**config.mk**
```make
export PLATFORM = sky130hd
export DESIGN_NAME = rdp_ratio_planner
export DESIGN_NICKNAME = d
export VERILOG_FILES = /design/src/rtl/rdp_pkg.sv /design/src/rtl/rdp_rst_sync.sv /design/src/rtl/rdp_divider.sv /design/src/rtl/rdp_split.sv /design/src/rtl/rdp_ratio_planner.sv
export SDC_FILE = /design/constraint.sdc
export NUM_CORES = 1
export LEC_CHECK = 0
export CAP_MARGIN = 20
export CORE_MARGIN = 2
export CORE_UTILIZATION = 35
export CTS_BUF_LIST = sky130_fd_sc_hd__clkbuf_4
export CTS_CLUSTER_DIAMETER = 100
export CTS_CLUSTER_SIZE = 30
export DETAILED_ROUTE_END_ITERATION = 10
export GPL_ROUTABILITY_DRIVEN = 0
export PLACE_DENSITY = 0.63
export SYNTH_ARGS = -nofsm -noshare
export SYNTH_HDL_FRONTEND = slang
export SYNTH_SLANG_ARGS = --single-unit
```
**constraint.sdc**
```tcl
create_clock -name clk -period 3.7 [get_ports clk]
set_input_delay 0.555 -clock clk [delete_from_list [all_inputs] [get_ports clk]]
set_output_delay 0.555 -clock clk [all_outputs]
set_load 0.01 [all_outputs]
```
**src/rtl/rdp_pkg.sv**
```systemverilog
package rdp_pkg;
  typedef enum logic [1:0] {
    ST_IDLE = 2'd0,
    ST_RUN  = 2'd1,
    ST_FIN  = 2'd2
  } rdp_state_e;
endpackage

```
**src/rtl/rdp_rst_sync.sv**
```systemverilog
module rdp_rst_sync (
  input  logic clk,
  input  logic rst_n,
  output logic rst_sync_n
);
  logic stage_q;
  logic out_q;

  always_ff @(posedge clk or negedge rst_n) begin
    if (!rst_n) begin
      stage_q <= 1'b0;
      out_q   <= 1'b0;
    end else begin
      stage_q <= 1'b1;
      out_q   <= stage_q;
    end
  end

  assign rst_sync_n = out_q;
endmodule

```
**src/rtl/rdp_divider.sv**
```systemverilog
// Restoring divider: one quotient bit per step, operands latched on load.
module rdp_divider #(
  parameter int RATE_W = 32
) (
  input  logic              clk,
  input  logic              rst_n,
  input  logic              load,
  input  logic              step,
  input  logic [RATE_W-1:0] dividend,
  input  logic [RATE_W-1:0] divisor,
  output logic [RATE_W-1:0] quo,
  output logic [RATE_W-1:0] rem,
  output logic [RATE_W-1:0] den
);
  logic [RATE_W-1:0] quo_q, quo_d;
  logic [RATE_W-1:0] rem_q, rem_d;
  logic [RATE_W-1:0] den_q, den_d;
  logic [RATE_W:0]   rem_sh;
  logic [RATE_W:0]   diff;
  logic              fits;
  logic              en;

  always_comb begin
    rem_sh = {rem_q, quo_q[RATE_W-1]};
    diff   = rem_sh - {1'b0, den_q};
    fits   = (rem_sh >= {1'b0, den_q});
    quo_d  = quo_q;
    rem_d  = rem_q;
    den_d  = den_q;
    en     = load | step;
    if (load) begin
      quo_d = dividend;
      rem_d = '0;
      den_d = divisor;
    end else if (step) begin
      quo_d = {quo_q[RATE_W-2:0], fits};
      rem_d = fits ? diff[RATE_W-1:0] : rem_sh[RATE_W-1:0];
    end
  end

  always_ff @(posedge clk or negedge rst_n) begin
    if (!rst_n) begin
      quo_q <= '0;
      rem_q <= '0;
      den_q <= '0;
    end else if (en) begin
      quo_q <= quo_d;
      rem_q <= rem_d;
      den_q <= den_d;
    end
  end

  assign quo = quo_q;
  assign rem = rem_q;
  assign den = den_q;

  AST_REM_BELOW_DEN: assert property (@(posedge clk) disable iff (!rst_n)
    (step && !load && den_q != '0) |=> (rem_q < den_q));
endmodule

```
**src/rtl/rdp_split.sv**
```systemverilog
// Rounds the quotient to nearest and steers it to one of the two dividers.
module rdp_split #(
  parameter int RATE_W = 32,
  parameter int FDIV_W = 6,
  parameter int PDIV_W = 10
) (
  input  logic [RATE_W-1:0] quo_i,
  input  logic [RATE_W-1:0] rem_i,
  input  logic [RATE_W-1:0] den_i,
  output logic [PDIV_W-1:0] pre_o,
  output logic [FDIV_W-1:0] fin_o,
  output logic              range_o
);
  localparam int RATIO_W = RATE_W + 1;
  localparam int FIN_LIM = 1 << FDIV_W;
  localparam int PRE_LIM = 1 << PDIV_W;
  localparam int CMP_W   = (RATIO_W > PDIV_W + 1) ? RATIO_W : PDIV_W + 1;

  logic [RATIO_W-1:0] twice_rem;
  logic [RATIO_W-1:0] ratio;
  logic               bump;
  logic [CMP_W-1:0]   ratio_x;
  logic [CMP_W-1:0]   ratio_c;
  logic [CMP_W-1:0]   minus1;
  logic               under;
  logic               over;
  logic               use_fin;

  always_comb begin
    twice_rem = {rem_i, 1'b0};
    bump      = !({1'b0, den_i} > twice_rem);
    ratio     = {1'b0, quo_i} + RATIO_W'(bump);
    ratio_x   = CMP_W'(ratio);
    under     = (ratio_x == '0);
    ratio_c   = under ? CMP_W'(1) : ratio_x;
    minus1    = ratio_c - CMP_W'(1);
    over      = (ratio_c > CMP_W'(PRE_LIM));
    use_fin   = (ratio_c <= CMP_W'(FIN_LIM));
    fin_o     = use_fin ? FDIV_W'(minus1) : '0;
    if (use_fin)   pre_o = '0;
    else if (over) pre_o = '1;
    else           pre_o = PDIV_W'(minus1);
    range_o   = under | over;
  end
endmodule

```
**src/rtl/rdp_ratio_planner.sv**
```systemverilog
module rdp_ratio_planner
  import rdp_pkg::*;
#(
  parameter int RATE_W = 32,
  parameter int FDIV_W = 6,
  parameter int PDIV_W = 10
) (
  input  logic              clk,
  input  logic              rst_n,
  input  logic              start,
  input  logic              sync_mode,
  input  logic [RATE_W-1:0] parent_rate,
  input  logic [RATE_W-1:0] req_rate,
  output logic              busy,
  output logic              done,
  output logic [PDIV_W-1:0] pre_field,
  output logic [FDIV_W-1:0] fin_field,
  output logic              sync_clear,
  output logic              err_zero,
  output logic              err_range
);
  localparam int CNT_W = (RATE_W > 2) ? $clog2(RATE_W) : 1;
  localparam logic [CNT_W-1:0] LAST = CNT_W'(RATE_W - 1);

  logic rst_q_n;

  rdp_rst_sync u_rst (
    .clk        (clk),
    .rst_n      (rst_n),
    .rst_sync_n (rst_q_n)
  );

  rdp_state_e       state_q, state_d;
  logic [CNT_W-1:0] cnt_q, cnt_d;
  logic             mode_q, mode_d;
  logic             zero_q, zero_d;
  logic             div_load, div_step;
  logic             done_q, done_d;
  logic             out_en;

  logic [RATE_W-1:0] dv_quo, dv_rem, dv_den;
  logic [PDIV_W-1:0] sp_pre;
  logic [FDIV_W-1:0] sp_fin;
  logic              sp_range;

  logic [PDIV_W-1:0] pre_q, pre_d;
  logic [FDIV_W-1:0] fin_q, fin_d;
  logic              sync_q, sync_d;
  logic              ez_q, ez_d;
  logic              er_q, er_d;

  rdp_divider #(.RATE_W(RATE_W)) u_div (
    .clk      (clk),
    .rst_n    (rst_q_n),
    .load     (div_load),
    .step     (div_step),
    .dividend (parent_rate),
    .divisor  (req_rate),
    .quo      (dv_quo),
    .rem      (dv_rem),
    .den      (dv_den)
  );

  rdp_split #(.RATE_W(RATE_W), .FDIV_W(FDIV_W), .PDIV_W(PDIV_W)) u_split (
    .quo_i   (dv_quo),
    .rem_i   (dv_rem),
    .den_i   (dv_den),
    .pre_o   (sp_pre),
    .fin_o   (sp_fin),
    .range_o (sp_range)
  );

  // Sequencer next state
  always_comb begin
    state_d  = state_q;
    cnt_d    = cnt_q;
    mode_d   = mode_q;
    zero_d   = zero_q;
    div_load = 1'b0;
    div_step = 1'b0;
    done_d   = 1'b0;
    out_en   = 1'b0;
    case (state_q)
      ST_IDLE: begin
        if (start) begin
          mode_d = sync_mode;
          cnt_d  = '0;
          if (req_rate == '0) begin
            zero_d  = 1'b1;
            state_d = ST_FIN;
          end else begin
            zero_d   = 1'b0;
            div_load = 1'b1;
            state_d  = ST_RUN;
          end
        end
      end
      ST_RUN: begin
        div_step = 1'b1;
        cnt_d    = cnt_q + CNT_W'(1);
        if (cnt_q == LAST) state_d = ST_FIN;
      end
      ST_FIN: begin
        done_d  = 1'b1;
        out_en  = 1'b1;
        state_d = ST_IDLE;
      end
      default: state_d = ST_IDLE;
    endcase
  end

  // Result next values, applied only on the finishing edge
  always_comb begin
    pre_d  = zero_q ? pre_q : sp_pre;
    fin_d  = zero_q ? fin_q : sp_fin;
    sync_d = !zero_q && mode_q;
    ez_d   = zero_q;
    er_d   = !zero_q && sp_range;
  end

  always_ff @(posedge clk or negedge rst_q_n) begin
    if (!rst_q_n) begin
      state_q <= ST_IDLE;
      cnt_q   <= '0;
      mode_q  <= 1'b0;
      zero_q  <= 1'b0;
      done_q  <= 1'b0;
    end else begin
      state_q <= state_d;
      cnt_q   <= cnt_d;
      mode_q  <= mode_d;
      zero_q  <= zero_d;
      done_q  <= done_d;
    end
  end

  always_ff @(posedge clk or negedge rst_q_n) begin
    if (!rst_q_n) begin
      pre_q  <= '0;
      fin_q  <= '0;
      sync_q <= 1'b0;
      ez_q   <= 1'b0;
      er_q   <= 1'b0;
    end else if (out_en) begin
      pre_q  <= pre_d;
      fin_q  <= fin_d;
      sync_q <= sync_d;
      ez_q   <= ez_d;
      er_q   <= er_d;
    end
  end

  assign busy       = (state_q != ST_IDLE);
  assign done       = done_q;
  assign pre_field  = pre_q;
  assign fin_field  = fin_q;
  assign sync_clear = sync_q;
  assign err_zero   = ez_q;
  assign err_range  = er_q;

  AST_DONE_SINGLE: assert property (@(posedge clk) disable iff (!rst_q_n)
    done |=> !done);
  AST_FIELDS_HOLD: assert property (@(posedge clk) disable iff (!rst_q_n)
    !done |-> ($stable(pre_field) && $stable(fin_field) && $stable(err_range)));
  AST_ONE_DIVIDER: assert property (@(posedge clk) disable iff (!rst_q_n)
    (done && !err_zero) |-> (pre_field == '0 || fin_field == '0));
  AST_ZERO_NO_SYNC: assert property (@(posedge clk) disable iff (!rst_q_n)
    (done && err_zero) |-> (!sync_clear && !err_range));
  AST_CLAMP_FINAL: assert property (@(posedge clk) disable iff (!rst_q_n)
    (done && err_range && pre_field != '0) |-> (fin_field == '0 && pre_field == '1));
  AST_BUSY_ENDS: assert property (@(posedge clk) disable iff (!rst_q_n)
    $fell(busy) |-> done);
endmodule

```
==> results of run 1 <==
## layer usage
| metal | part of all wire | routed length, µm | GRT usage |
|---|---|---|---|
| met1 | 0.48 | 11100 | 0.250 |
| met2 | 0.47 | 11100 | 0.302 |
| met4 | 0.015 | 363 | 0.0536 |
| met5 | 0 | 0 | 0 |
| met3 | 0.036 | 853 | 0.0369 |
## cells by family after synthesis
| logic type | share of synthesized area |
|---|---|
| and+or+nand+nor | 0.192 |
| AOI/OAI and AO/OA | 0.191 |
| buffers and inverters | 0.0609 |
| DFF | 0.369 |
| adders and majority gates | 0.103 |
| xor gates and xnor gates | 0.0458 |
| muxes | 0.0378 |
| other | 0.000436 |
## where the power goes
| group | switching [mW] | internal (mW) | leakage (nW) | total, mW |
|---|---|---|---|---|
| Clock | 0.582 | 0.541 | 0.154 | 1.12 |
| Sequential | 0.555 | 2.05 | 1.56 | 2.60 |
| Combinational | 4.22 | 3.99 | 3.53 | 8.21 |
## cell type report
class | count | share of cell area
multi-input combinational | 769 | 0.455
sequential | 127 | 0.280
timing repair buffer | 227 | 0.175
tap | 324 | 0.0356
inverter | 80 | 0.0264
clock inverter | 14 | 0.0168
clock buffer | 18 | 0.0119
antenna | 1 | 0.000220
## worst max-delay path by stage
stage	startpoint	to	slack, ps
after CTS	u_div.rem[1]	fin_field[3]	-1380
after global placement	u_div.rem[1]	fin_field[3]	-1310
after detailed placement	u_div.rem[1]	fin_field[3]	-1520
after global routing	u_div.rem[1]	fin_field[4]	-1810
final	u_div.rem[1]	pre_field[5]	-1450
after floorplan	u_div.rem[1]	pre_field[4]	-1090
## sequential cells by signal, indices dropped and copies added (netlist names)
register / flops
fin_field: 6
mode_q: 1
u_div.quo: 32
err_zero: 1
cnt_q: 5
sync_clear: 1
pre_field: 10
ez_d: 1
done: 1
err_range: 1
u_rst.rst_sync_n: 1
u_div.den: 32
state_q: 2
u_div.rem: 32
u_rst.stage_q: 1
## worst max-delay path, delay by kind of cell (launching register included)
kind	cells	cell delay, ps
adder cells (fa/ha/maj)	3	570
buffers and inverters	4	480
flip-flops	1	420
AND/OR/NAND/NOR	9	1760
multiplexers	1	150
AO/OA/AOI/OAI	11	1650
## cell usage after synthesis, types with 3 or more instances
master / n / area (µm²)
a2111oi_0: 3 / 26.3
a21boi_0: 3 / 22.5
a21o_1: 16 / 120
a21oi_1: 45 / 225
a22oi_1: 33 / 248
a31oi_1: 5 / 31.3
a32oi_1: 5 / 43.8
and3_1: 13 / 81.3
buf_2: 5 / 25.0
buf_6: 3 / 33.8
clkbuf_1: 40 / 150
dfrtp_1: 127 / 3180
ha_1: 69 / 863
inv_1: 80 / 300
mux2_2: 4 / 45.0
mux2i_1: 28 / 280
nand2_1: 179 / 672
nand2b_1: 12 / 75.1
nand3_1: 26 / 130
nand4_1: 15 / 93.8
nor2_1: 53 / 199
nor2b_1: 9 / 56.3
nor3_1: 12 / 60.1
nor4_1: 10 / 62.6
o211ai_1: 3 / 22.5
o21a_1: 7 / 52.6
o21ai_0: 111 / 556
o21bai_1: 6 / 45.0
o22ai_1: 4 / 25.0
o31ai_1: 4 / 30.0
or3_1: 5 / 31.3
or3_2: 3 / 22.5
xnor2_1: 26 / 228
xor2_1: 19 / 166
## repair_timing
action,CTS,global route
pin swaps,8,9
resized for setup,30,24
cloned,2,0
buffers inserted,6,4
setup endpoints to repair,17,48
==> run metrics, run 1 <==
outcome finished with violations; failing checks setup timing; sequential area share after synthesis 0.369; PD cells 1050 nW/µm²; Clock Latency Late Sink 570 ps; Area growth, synth to finish 32.2%; cell count after synthesis 1025; final instance count without filler cells 1560; max cap viols 0; setup slack, reg-to-reg -1450 ps; Worst setup EP type register; Die W 161 µm; maximum root-to-sink buffer count 2; Synthesized Nets 1163; register area 3180 µm²; r2r startpoint u_div.rem[1]; Post-synth ARST share 1.00; Routed WL 23.4 mm; die height 161 µm; Synth Area per Inst 8.40 µm²; Worst-Margin Slew 870 ps; First DRT Iteration DRCs 500; DP Wirelength 17.4 mm; via count of the routed design 7821; area of the die 25900 µm²; Root Buffer clkbuf_4; most frequent cells in the layout nand2_1 (179), buf_4 (131), dfrtp_1 (126); Worst EP arrival 5600 ps; cell count after placement 1515; FP Rows 57; fillers 2379; CP max stage delay 460 ps; synth warn 0; power consumption 11.9 mW; global-route usage over all layers 0.185; design area 11400 µm²; CTS tree done; period utilisation layout 1.39; # DRC 0; H-tree Lvls 4; Reg2Reg Depth 28; Most used DFF post-synth dfrtp_1; CP startpoint kind register; Required @ worst endpoint 4150 ps; Pins Over Slew Limit 0; vias per cell 5.01; layout cells sized above 1 0.186; Clock Sinks 127; Static Leak 5.25 nW; core box area 24200 µm²; total gr overflow 0; final core occ 0.469; Synth cell types 67; FMAX 194 MHz; vias in the first global route 7666; total CTS buffers 17; RSZ-0062 raised after global routing yes; DP Area 10800 µm²; WHS 146 ps; WL/cell 15.0 µm; pin count of the biggest net entering global routing 61; Max-Slew Margin vs Limit 0.419; Post-Syn Area 8610 µm²; CP Class register to register; 1st-pass router iterations 4; setup total negative slack -22150 ps; most common cell after layout, fill and taps aside nand2_1; Max VDD drop 0.334 mV; global-route wire length before repair 38.7 mm; setup ws final -1450 ps; final hold violation count 0; Hold WC Path Type input port to asynchronous set/reset pin; Port-buffer cells 88; pre-CTS WS -1520 ps; Tmin final 5150 ps; Hold Buf Count CTS 0; clk_skew 16.1 ps; initial antenna violation count 2; CP max stage cell or3_4; RR Endpoint pre_field[5]; IO Pins 89; flops & latches, synth 127; NumNets Final 1360; Post-synth EDFFs 0; Detail Route Antenna Nets 0; area of the multi-input gates 5170 µm²; Worst-path clk slew 130 ps; Most Frequent Cell on Critical Path buf_4; CP max FO 7; Setup violations, final 17; Initial Utilization 0.355
(Power assumes the default switching activity.)
==> run 2, diff against run 1 <==
--- a/config.mk
+++ b/config.mk
@@ -6,7 +6,6 @@
 export NUM_CORES = 1
 export LEC_CHECK = 0
 export CAP_MARGIN = 20
-export CORE_MARGIN = 2
 export CORE_UTILIZATION = 35
 export CTS_BUF_LIST = sky130_fd_sc_hd__clkbuf_4
 export CTS_CLUSTER_DIAMETER = 100
@@ -14,6 +13,7 @@
 export DETAILED_ROUTE_END_ITERATION = 10
 export GPL_ROUTABILITY_DRIVEN = 0
 export PLACE_DENSITY = 0.63
+export SKIP_LAST_GASP = 1
 export SYNTH_ARGS = -nofsm -noshare
 export SYNTH_HDL_FRONTEND = slang
 export SYNTH_SLANG_ARGS = --single-unit
==> run 2 against run 1 <==
Compared with the run above: the run still ends with setup timing left; non-clock buffer count is 2 higher; register-to-register slack gained 180 ps; clock skew increased by 2.2 ps; sequential cell count is the same; power decreased by 0.74%; critical endpoint is now fin_field[4]; largest power group unchanged; highest routed layer unchanged.
==> run metrics, run 2 (same netlist as run 1, synthesis figures left out) <==
outcome finished with violations (unchanged); failing checks setup timing (unchanged); FP Rows 57 (unchanged); WL/cell 14.9 µm (was 15.0 µm); vias per cell 5.01 (about the same); Worst EP arrival 5450 ps (was 5600 ps); pre-CTS WS -1430 ps (was -1520 ps); CP startpoint kind register (unchanged); CP endpoint fin_field[4] (was pre_field[5]); DP Area 10800 µm² (unchanged); Reg2Reg Depth 31 (was 28); Max-Slew Margin vs Limit 0.306 (was 0.419); Die W 159 µm (was 161 µm); Hold WC Path Type input port to asynchronous set/reset pin (unchanged); Area growth, synth to finish 32.0% (was 32.2%); setup ws final -1270 ps (was -1450 ps); Setup violations, final 17 (unchanged); total CTS buffers 17 (unchanged); CP Class register to register (unchanged); via count of the routed design 7817 (was 7821); final core occ 0.469 (about the same); Static Leak 5.26 nW (was 5.25 nW); Port-buffer cells 88 (unchanged); die height 159 µm (was 161 µm); vias in the first global route 7847 (was 7666); # DRC 0 (unchanged); Initial Utilization 0.355 (unchanged); Root Buffer clkbuf_4 (unchanged); FMAX 201 MHz (was 194 MHz); IO Pins 89 (unchanged); Pins Over Slew Limit 0 (unchanged); period utilisation layout 1.34 (was 1.39); Clock Sinks 127 (unchanged); RR Endpoint fin_field[4] (was pre_field[5]); Worst-Margin Slew 1040 ps (was 870 ps); Hold Buf Count CTS 0 (unchanged); global-route usage over all layers 0.190 (was 0.185); final hold violation count 0 (unchanged); design area 11400 µm² (about the same); global-route wire length before repair 38.9 mm (was 38.7 mm); area of the die 25200 µm² (was 25900 µm²); clk_skew 18.3 ps (was 16.1 ps); core box area 24200 µm² (unchanged); Max VDD drop 0.429 mV (was 0.334 mV); CP max FO 5 (was 7); total gr overflow 0 (unchanged); setup total negative slack -18940 ps (was -22150 ps); max cap viols 0 (unchanged); Worst-path clk slew 120 ps (was 130 ps); RSZ-0062 raised after global routing yes (unchanged); layout cells sized above 1 0.191 (was 0.186); CTS tree done (unchanged); Clock Latency Late Sink 540 ps (was 570 ps); Worst setup EP type register (unchanged); H-tree Lvls 4 (unchanged); CP max stage delay 430 ps (was 460 ps); DP Wirelength 17.3 mm (was 17.4 mm); power consumption 11.8 mW (was 11.9 mW); initial antenna violation count 1 (was 2); pin count of the biggest net entering global routing 73 (was 61); CP max stage cell or4_4 (was or3_4); Required @ worst endpoint 4180 ps (was 4150 ps); maximum root-to-sink buffer count 2 (unchanged); Tmin final 4970 ps (was 5150 ps); Routed WL 23.3 mm (was 23.4 mm); most frequent cells in the layout nand2_1 (179), buf_4 (133), dfrtp_1 (126) (was nand2_1 (179), buf_4 (131), dfrtp_1 (126)); 1st-pass router iterations 5 (was 4); First DRT Iteration DRCs 537 (was 500); r2r startpoint u_div.rem[1] (unchanged); PD cells 1040 nW/µm² (was 1050 nW/µm²); most common cell after layout, fill and taps aside nand2_1 (unchanged); CP Launch Point u_div.rem[1] (unchanged); NumNets Final 1361 (was 1360); Detail Route Antenna Nets 0 (unchanged); setup slack, reg-to-reg -1270 ps (was -1450 ps)
==> run 2: how the worst min path moves through the flow <==
stage / start / end / depth (start not counted) / slack (ps)
2_1_floorplan: rst_n / u_rst.rst_sync_n / 0 / 260
6_report: rst_n / u_rst.rst_sync_n / 1 / 160
3_3_place_gp: u_rst.stage_q / u_rst.rst_sync_n / 0 / 340
3_5_place_dp: u_rst.stage_q / u_rst.rst_sync_n / 0 / 340
4_1_cts: rst_n / u_rst.rst_sync_n / 1 / 110
5_1_grt: rst_n / u_rst.rst_sync_n / 1 / 110
==> run 2: final cells by class <==
cell class | count | area, µm²
flip-flops and latches | 127 | 3180
well taps | 324 | 405
clock inverters | 13 | 145
fillers | 2376 | 12900
repair buffers | 229 | 2000
multi-input cells | 768 | 5180
inverters | 80 | 300
clock buffers | 19 | 143
diodes | 1 | 2.50
==> run 2: critical path: cells and delay by family (launching register included) <==
kind | cells | cell delay, ps
AOI/OAI and AO/OA | 13 | 1940
xor gates and xnor gates | 1 | 200
adders and majority gates | 4 | 690
buffers and inverters | 1 | 70
DFF | 1 | 400
and+or+nand+nor | 12 | 1630
==> run 2: layer usage <==
layer	share of wire	track usage	up-vias	wire (µm)
met4	0.020	0.0622	0	461
met3	0.039	0.0311	26	897
met2	0.46	0.309	162	10800
met5	0	0	-	0
met1	0.48	0.256	3689	11100
li1	-	-	3940	-
==> run 2: what timing repair did <==
action                                  in CTS  in global routing
endpoints found under the setup margin      17                 18
buffers inserted                             6                  6
pin swaps                                   16                 13
resized for setup                           29                 29
==> run 2: through the flow <==
stage	cells	hold WS, ps
6_report	1561	162
5_1_grt	1561	113
2_1_floorplan	1025	259
3_5_place_dp	1517	336
4_1_cts	1555	111
3_3_place_gp	1517	337
==> run 2: power by group <==
group	switching, mW	internal [mW]
clock	0.541	0.475
combinational	4.20	4.02
sequential	0.565	2.05
==> run 3, diff against run 2 <==
--- a/config.mk
+++ b/config.mk
@@ -12,6 +12,7 @@
 export CTS_CLUSTER_SIZE = 30
 export DETAILED_ROUTE_END_ITERATION = 10
 export GPL_ROUTABILITY_DRIVEN = 0
+export HOLD_SLACK_MARGIN = 0.08
 export PLACE_DENSITY = 0.63
 export SKIP_LAST_GASP = 1
 export SYNTH_ARGS = -nofsm -noshare
==> results of run 3 <==
No change in the layout: final DEF, timing and power equal those of run 2.
